==> config.mk <==
export PLATFORM = sky130hd
export DESIGN_NAME = hs_seq_ctrl
export DESIGN_NICKNAME = d
export VERILOG_FILES = /design/src/rtl/hsq_pkg.sv /design/src/rtl/hsq_sync.sv /design/src/rtl/hsq_core.sv /design/src/rtl/hs_seq_ctrl.sv
export SDC_FILE = /design/constraint.sdc
export NUM_CORES = 1
export LEC_CHECK = 0
export CORE_AREA = 3 3 40 42
export DETAILED_ROUTE_END_ITERATION = 8
export DIE_AREA = 0 0 43 45
export PLACE_DENSITY = 0.39
export SETUP_SLACK_MARGIN = 0.2
export SYNTH_ARGS = -nofsm -noshare
export SYNTH_HDL_FRONTEND = slang
export SYNTH_SLANG_ARGS = --single-unit
==> constraint.sdc <==
create_clock -name clk_i -period 0.8 [get_ports clk_i]
set_clock_uncertainty 0.15 [all_clocks]
set_input_delay 0.08 -clock clk_i [delete_from_list [all_inputs] [get_ports clk_i]]
set_output_delay 0.08 -clock clk_i [all_outputs]
set_load 0.01 [all_outputs]
==> src/rtl/hsq_pkg.sv <==
// Shared constants and types for the four-phase handshake sequencer.
package hsq_pkg;
    // Default number of synchroniser flops on each handshake input.
    localparam int unsigned SYNC_DEPTH_DEF = 2;

    // Synchronised view of the two incoming handshake wires.
    typedef struct packed {
        logic lreq;
        logic rack;
    } hsq_in_t;

    localparam int unsigned HSQ_IN_W = $bits(hsq_in_t);
endpackage

==> src/rtl/hsq_sync.sv <==
// Multi-stage flop synchroniser for a bundle of independent single-bit
// signals. Assumes each bit is a level that stays stable long enough to be
// seen; no bits are correlated. Reset clears every stage.
module hsq_sync #(
    parameter int unsigned WIDTH = 2,
    parameter int unsigned DEPTH = 2
) (
    input  logic             clk_i,
    input  logic             rst_ni,
    input  logic [WIDTH-1:0] d_i,
    output logic [WIDTH-1:0] q_o
);
    localparam int unsigned LAST = DEPTH - 1;

    logic [WIDTH-1:0] stage_q [DEPTH];

    generate
        for (genvar s = 0; s < DEPTH; s++) begin : g_stage
            if (s == 0) begin : g_first
                // First stage captures the asynchronous inputs.
                always_ff @(posedge clk_i) begin
                    if (!rst_ni) stage_q[s] <= '0;
                    else         stage_q[s] <= d_i;
                end
            end else begin : g_next
                // Later stages let a metastable first stage settle.
                always_ff @(posedge clk_i) begin
                    if (!rst_ni) stage_q[s] <= '0;
                    else         stage_q[s] <= stage_q[s-1];
                end
            end
        end
    endgenerate

    assign q_o = stage_q[LAST];
endmodule

==> src/rtl/hsq_core.sv <==
// Sequencing core. Works on already synchronised inputs and holds three
// flops: the right request, the left acknowledge and a phase bit. The phase
// bit is set once the right side has acknowledged. It is cleared once the
// left request is withdrawn. Assumes a four-phase compliant environment.
module hsq_core (
    input  logic clk_i,
    input  logic rst_ni,
    input  logic lreq_s_i,
    input  logic rack_s_i,
    output logic rreq_o,
    output logic lack_o,
    output logic phase_o
);
    logic phase_q;
    logic rreq_q;
    logic lack_q;
    logic phase_d;
    logic rreq_d;
    logic lack_d;

    // Next-state terms: the phase bit holds while the left request stays up.
    always_comb begin
        phase_d = lreq_s_i & (rack_s_i | phase_q);
        rreq_d  = lreq_s_i & ~phase_q;
        lack_d  = phase_q  & ~rack_s_i;
    end

    // State and output registers, cleared by reset.
    always_ff @(posedge clk_i) begin
        if (!rst_ni) begin
            phase_q <= 1'b0;
            rreq_q  <= 1'b0;
            lack_q  <= 1'b0;
        end else begin
            phase_q <= phase_d;
            rreq_q  <= rreq_d;
            lack_q  <= lack_d;
        end
    end

    assign rreq_o  = rreq_q;
    assign lack_o  = lack_q;
    assign phase_o = phase_q;
endmodule

==> src/rtl/hs_seq_ctrl.sv <==
// Top level of the four-phase handshake sequencer. Synchronises the left
// request and right acknowledge, then runs the sequencing core. Outputs come
// straight from flops, so they cannot glitch.
module hs_seq_ctrl #(
    parameter int unsigned SYNC_DEPTH = hsq_pkg::SYNC_DEPTH_DEF
) (
    input  logic clk_i,
    input  logic rst_ni,
    input  logic lreq_i,
    output logic lack_o,
    output logic rreq_o,
    input  logic rack_i
);
    import hsq_pkg::*;

    hsq_in_t raw_w;
    hsq_in_t syn_w;
    logic    phase_w;

    // Bundle the raw asynchronous inputs.
    always_comb begin
        raw_w.lreq = lreq_i;
        raw_w.rack = rack_i;
    end

    hsq_sync #(
        .WIDTH (HSQ_IN_W),
        .DEPTH (SYNC_DEPTH)
    ) u_sync (
        .clk_i  (clk_i),
        .rst_ni (rst_ni),
        .d_i    (raw_w),
        .q_o    (syn_w)
    );

    hsq_core u_core (
        .clk_i    (clk_i),
        .rst_ni   (rst_ni),
        .lreq_s_i (syn_w.lreq),
        .rack_s_i (syn_w.rack),
        .rreq_o   (rreq_o),
        .lack_o   (lack_o),
        .phase_o  (phase_w)
    );
endmodule

Word level (Yosys, flattened, before mapping)
Memories as Yosys holds them, arrays and structs flattened.
Index checks and enable logic that the tools add are counted.
- mux-type cells: 4
- bitwise gates (word level): 8
- operators with widths (kind ; number):
    $mux 2 ; 2
    $and 1x1->1 ; 3
    $or 1x1->1 ; 3
    $mux 1 ; 2
    $not 1->1 ; 2
- register bits after elaboration: 3
- RAM bits: 4
- word-level logic and storage cells: 16
- memories kept: 1
- memory list (memory ; words ; width ; rd ports ; clocked after Yosys merged registers in ; wr ports ; line ; text):
    u_sync.stage_q ; 2 ; 2 ; 2 ; 0 ; 2 ; hsq_sync.sv:15 ; logic [WIDTH-1:0] stage_q [DEPTH];

Logic depth before layout (Yosys ltp)
- depth in word-level cells: 2
- mapped depth: 1

Hierarchy
A second synthesis with hierarchy kept.
- cells, all modules: 14
- area, all modules: 193.9 um2
- modules (own cells, without submodules) (module ; instances ; cells each ; area an instance (um2) ; seq. area each (um2)):
    hsq_sync ; 1 ; 8 ; 105.1 ; 80.1
    hsq_core ; 1 ; 6 ; 88.8 ; 60.1

Least setup slack after synthesis
No wires, ideal clock.
- path type: reg2reg
- start point: reg u_core.phase_q, in the netlist u_core.phase_o
- end point: reg u_core.phase_q, in the netlist u_core.phase_o
- data arrival time: 490 ps
- data required time: 534 ps
- path slack: 44 ps
- stages on the path, launching flop included: 2
- path buffers: 0
- clock period less this slack: 756 ps
- cell sequence: dfxtp_1 o211a_1
- longest elaborated chain between the ends: 2
- ends and longest elaborated chain (element ; line ; text):
    start: declaration ; hsq_core.sv:14 ; logic phase_q;
    start signal: assignment ; hsq_core.sv:35 ; phase_q <= phase_d;
    $or 1x1->1 ; hsq_core.sv:23 ; phase_d = lreq_s_i & (rack_s_i | phase_q);
    $and 1x1->1 ; hsq_core.sv:23 ;
No other way between the ends.
A chain may end at the register's enable or synchronous reset.

Worst setup path after layout
- start point: reg u_core.lack_q, in the netlist u_core.lack_o
- end point: out lack_o
- RTL lines (element ; line ; text):
    start: declaration ; hsq_core.sv:16 ; logic lack_q;
    start signal: assignment ; hsq_core.sv:37 ; lack_q <= lack_d;
    end: declaration ; hs_seq_ctrl.sv:10 ; output logic lack_o,
No word-level cell between the ends.

==> key figures <==
Status
  – Status: finished with violations
  – Failing checks: setup timing

Global route
  – GR Util met3: 0.0677
  – Met1 Use GR: 0.0341
  – Total gr overflow: 0
  – Pin count of the biggest net entering global routing: 8
  – Vias in the first global route: 124
  – Met2 Usage GRT: 0.0449
  – GRT busiest layer: met3
  – GRT Total Usage: 0.0410
  – First-pass GRT wire length: 489 um
  – Initial antenna violation count: 0

Clock network
  – CTS max path bufs: 2
  – Resize count post-CTS: 15
  – Root Driver: clkbuf_4
  – Post-CTS Setup Inserts: 0
  – CTS tree: done
  – Worst-path clk slew: 0.05 ns
  – Cts-stage hold buffer count: 0
  – Clk_lat worst skew: 0.25 ns
  – CTS sink count: 7
  – CTS H-tree depth: 1
  – CTS buffer count: 3

STA
  – Fin crit share: 1.12
  – FMAX: 1120 MHz
  – Relative slew slack: 0.855
  – Worst slew pin tran: 0.217 ns
  – Final TNS setup: -0.187 ns
  – Final setup violation count: 2
  – RSZ-0062 raised after global routing: yes
  – Fin Hold WS: 0.0169 ns
  – Final hold vios: 0
  – Fin crit period: 0.895 ns
  – Final count of pins violating max slew: 0
  – Final worst setup slack: -0.0955 ns

Detailed routing
  – Vias: 132
  – TritonRoute pass-1 iters: 1
  – Initial DRC Count: 0
  – DRC Markers: 0
  – Post-DRT Antenna Nets: 0
  – Routed WL per cell: 6.87 um
  – Final wirelength: 261 um
  – DR vias/cell: 3.47

Layout
  – Layout Nets: 28
  – Layout cells sized above 1: 0.478
  – Final Core Density: 0.223
  – Area growth syn-to-layout: 44.9%
  – N_diodes: 0
  – Most frequent cells in the layout: dfxtp_1 (5), and2_4 (4), clkbuf_4 (3), dlygate4sd2_1 (3)
  – Most common cell after layout, fill and taps aside: dfxtp_1

Critical path
  – Worst path arrival time: 0.67 ns
  – Worst setup SP type: flip-flop
  – Top Family by Delay on Critical Path: flip-flops
  – CP Max Fanout: 1
  – CP Capture Type: output port
  – Crit path kind: reg2out
  – Bufs and invs on worst path: 1
  – Slowest stage cell, crit path: dfxtp_1
  – CP Cell Sequence: buf_2
  – Crit-path max cell delay: 0.30 ns
  – Crit path required time: 0.57 ns

Synthesis
  – Area leader, netlist: dfxtp_1
  – Post-synthesis sequential area ratio: 0.709
  – Synthesized area per cell: 14.1 um2
  – Synth warn: 0
  – Library cells used by synthesis: 4
  – Syn Std Cell Area: 198 um2
  – Seq cells post-synth: 7
  – Mapped Cells: 14
  – Yosys top cell area share: 0.709
  – Post-Syn Nets: 18
  – Synth area leaders: dfxtp_1 (71%), and2_2 (15%), and3b_1 (8.9%), o211a_1 (5.1%)

Floorplan
  – Starting Density: 0.154
  – Die area: 1940 um2
  – Die Y: 45 um
  – Die X: 43 um
  – Core region area: 1280 um2
  – # IOs: 6
  – Cell Rows: 13

Pwr
  – Static leakage: 0.149 nW
  – Internal cell power: 572 uW
  – Logic pwr share: 0.042
  – Sequential share of power: 0.513
  – P_sw: 138 uW
  – Net Sw Frac: 0.194
  – Pwr per Cell Area: 2480 nW/um2
  – Clock power frac: 0.445
  – Overall power: 709 uW
  – Maximum VDD drop: 0.925 mV

Min path
  – HP Class: in2reg

Placement
  – Port buffer count: 5
  – GP Congestion: 0.531

Run
  – Max Cap Viol: 0
synth_stat cells (all sizes together):
| library cell | count |
|---|---|
| and2 | 4 |
| and3b | 2 |
| dfxtp | 7 |
| o211a | 1 |
final timing paths:
check             slack, ns              endpoint                  from  depth (start not counted)
setup / recovery       -0.1                lack_o         u_core.lack_o                          1
hold / removal         0.02  u_sync.stage_q[0][1]                lreq_i                          2
setup reg to reg       0.03        u_core.phase_o  u_sync.stage_q[1][0]                          1
hold reg to reg        0.28        u_core.phase_o  u_sync.stage_q[1][1]                          1
metrics by stage:
step / instance area (um2) / std cells / setup WS (ns)
6_report: 287 / 38 / -0.0955
5_1_grt: 287 / 38 / -0.134
4_1_cts: 287 / 38 / -0.115
3_5_place_dp: 269 / 34 / -0.304
3_3_place_gp: 269 / 34 / -0.281
2_1_floorplan: 200 / 14 / 0.0526
per-layer routing:
| layer | vias to the layer above | share of wire |
|---|---|---|
| met4 | 0 | 0 |
| li1 | 64 | - |
| met2 | 8 | 0.42 |
| met1 | 60 | 0.39 |
| met5 | - | 0 |
| met3 | 0 | 0.18 |
registers in the layout, indices dropped and copies added (netlist names):
register / count
u_core.rreq_o: 1
u_sync.stage_q: 4
u_core.lack_o: 1
u_core.phase_o: 1
kinds of logic after synthesis:
kind of cell	Yosys count	synth area share
simple gates	6	0.241
compound gates	1	0.0506
flops	7	0.709
cell type report:
cell class                      count  area [um2]
Clock buffer                        4        26.3
Sequential cell                     7         143
Tap cell                           15        18.8
Fill cell                         144         998
Multi-Input combinational cell      7        62.6
Timing Repair Buffer                5        36.3
power groups by stage:
stage / registers [mW] / logic (mW) / clock network [mW]
6_report: 0.364 / 0.0296 / 0.316
5_1_grt: 0.365 / 0.0331 / 0.363
4_1_cts: 0.364 / 0.0305 / 0.333
3_5_place_dp: 0.371 / 0.0334 / 0
3_3_place_gp: 0.371 / 0.0327 / 0
2_1_floorplan: 0.371 / 0.0112 / 0
(Power assumes the default switching activity.)
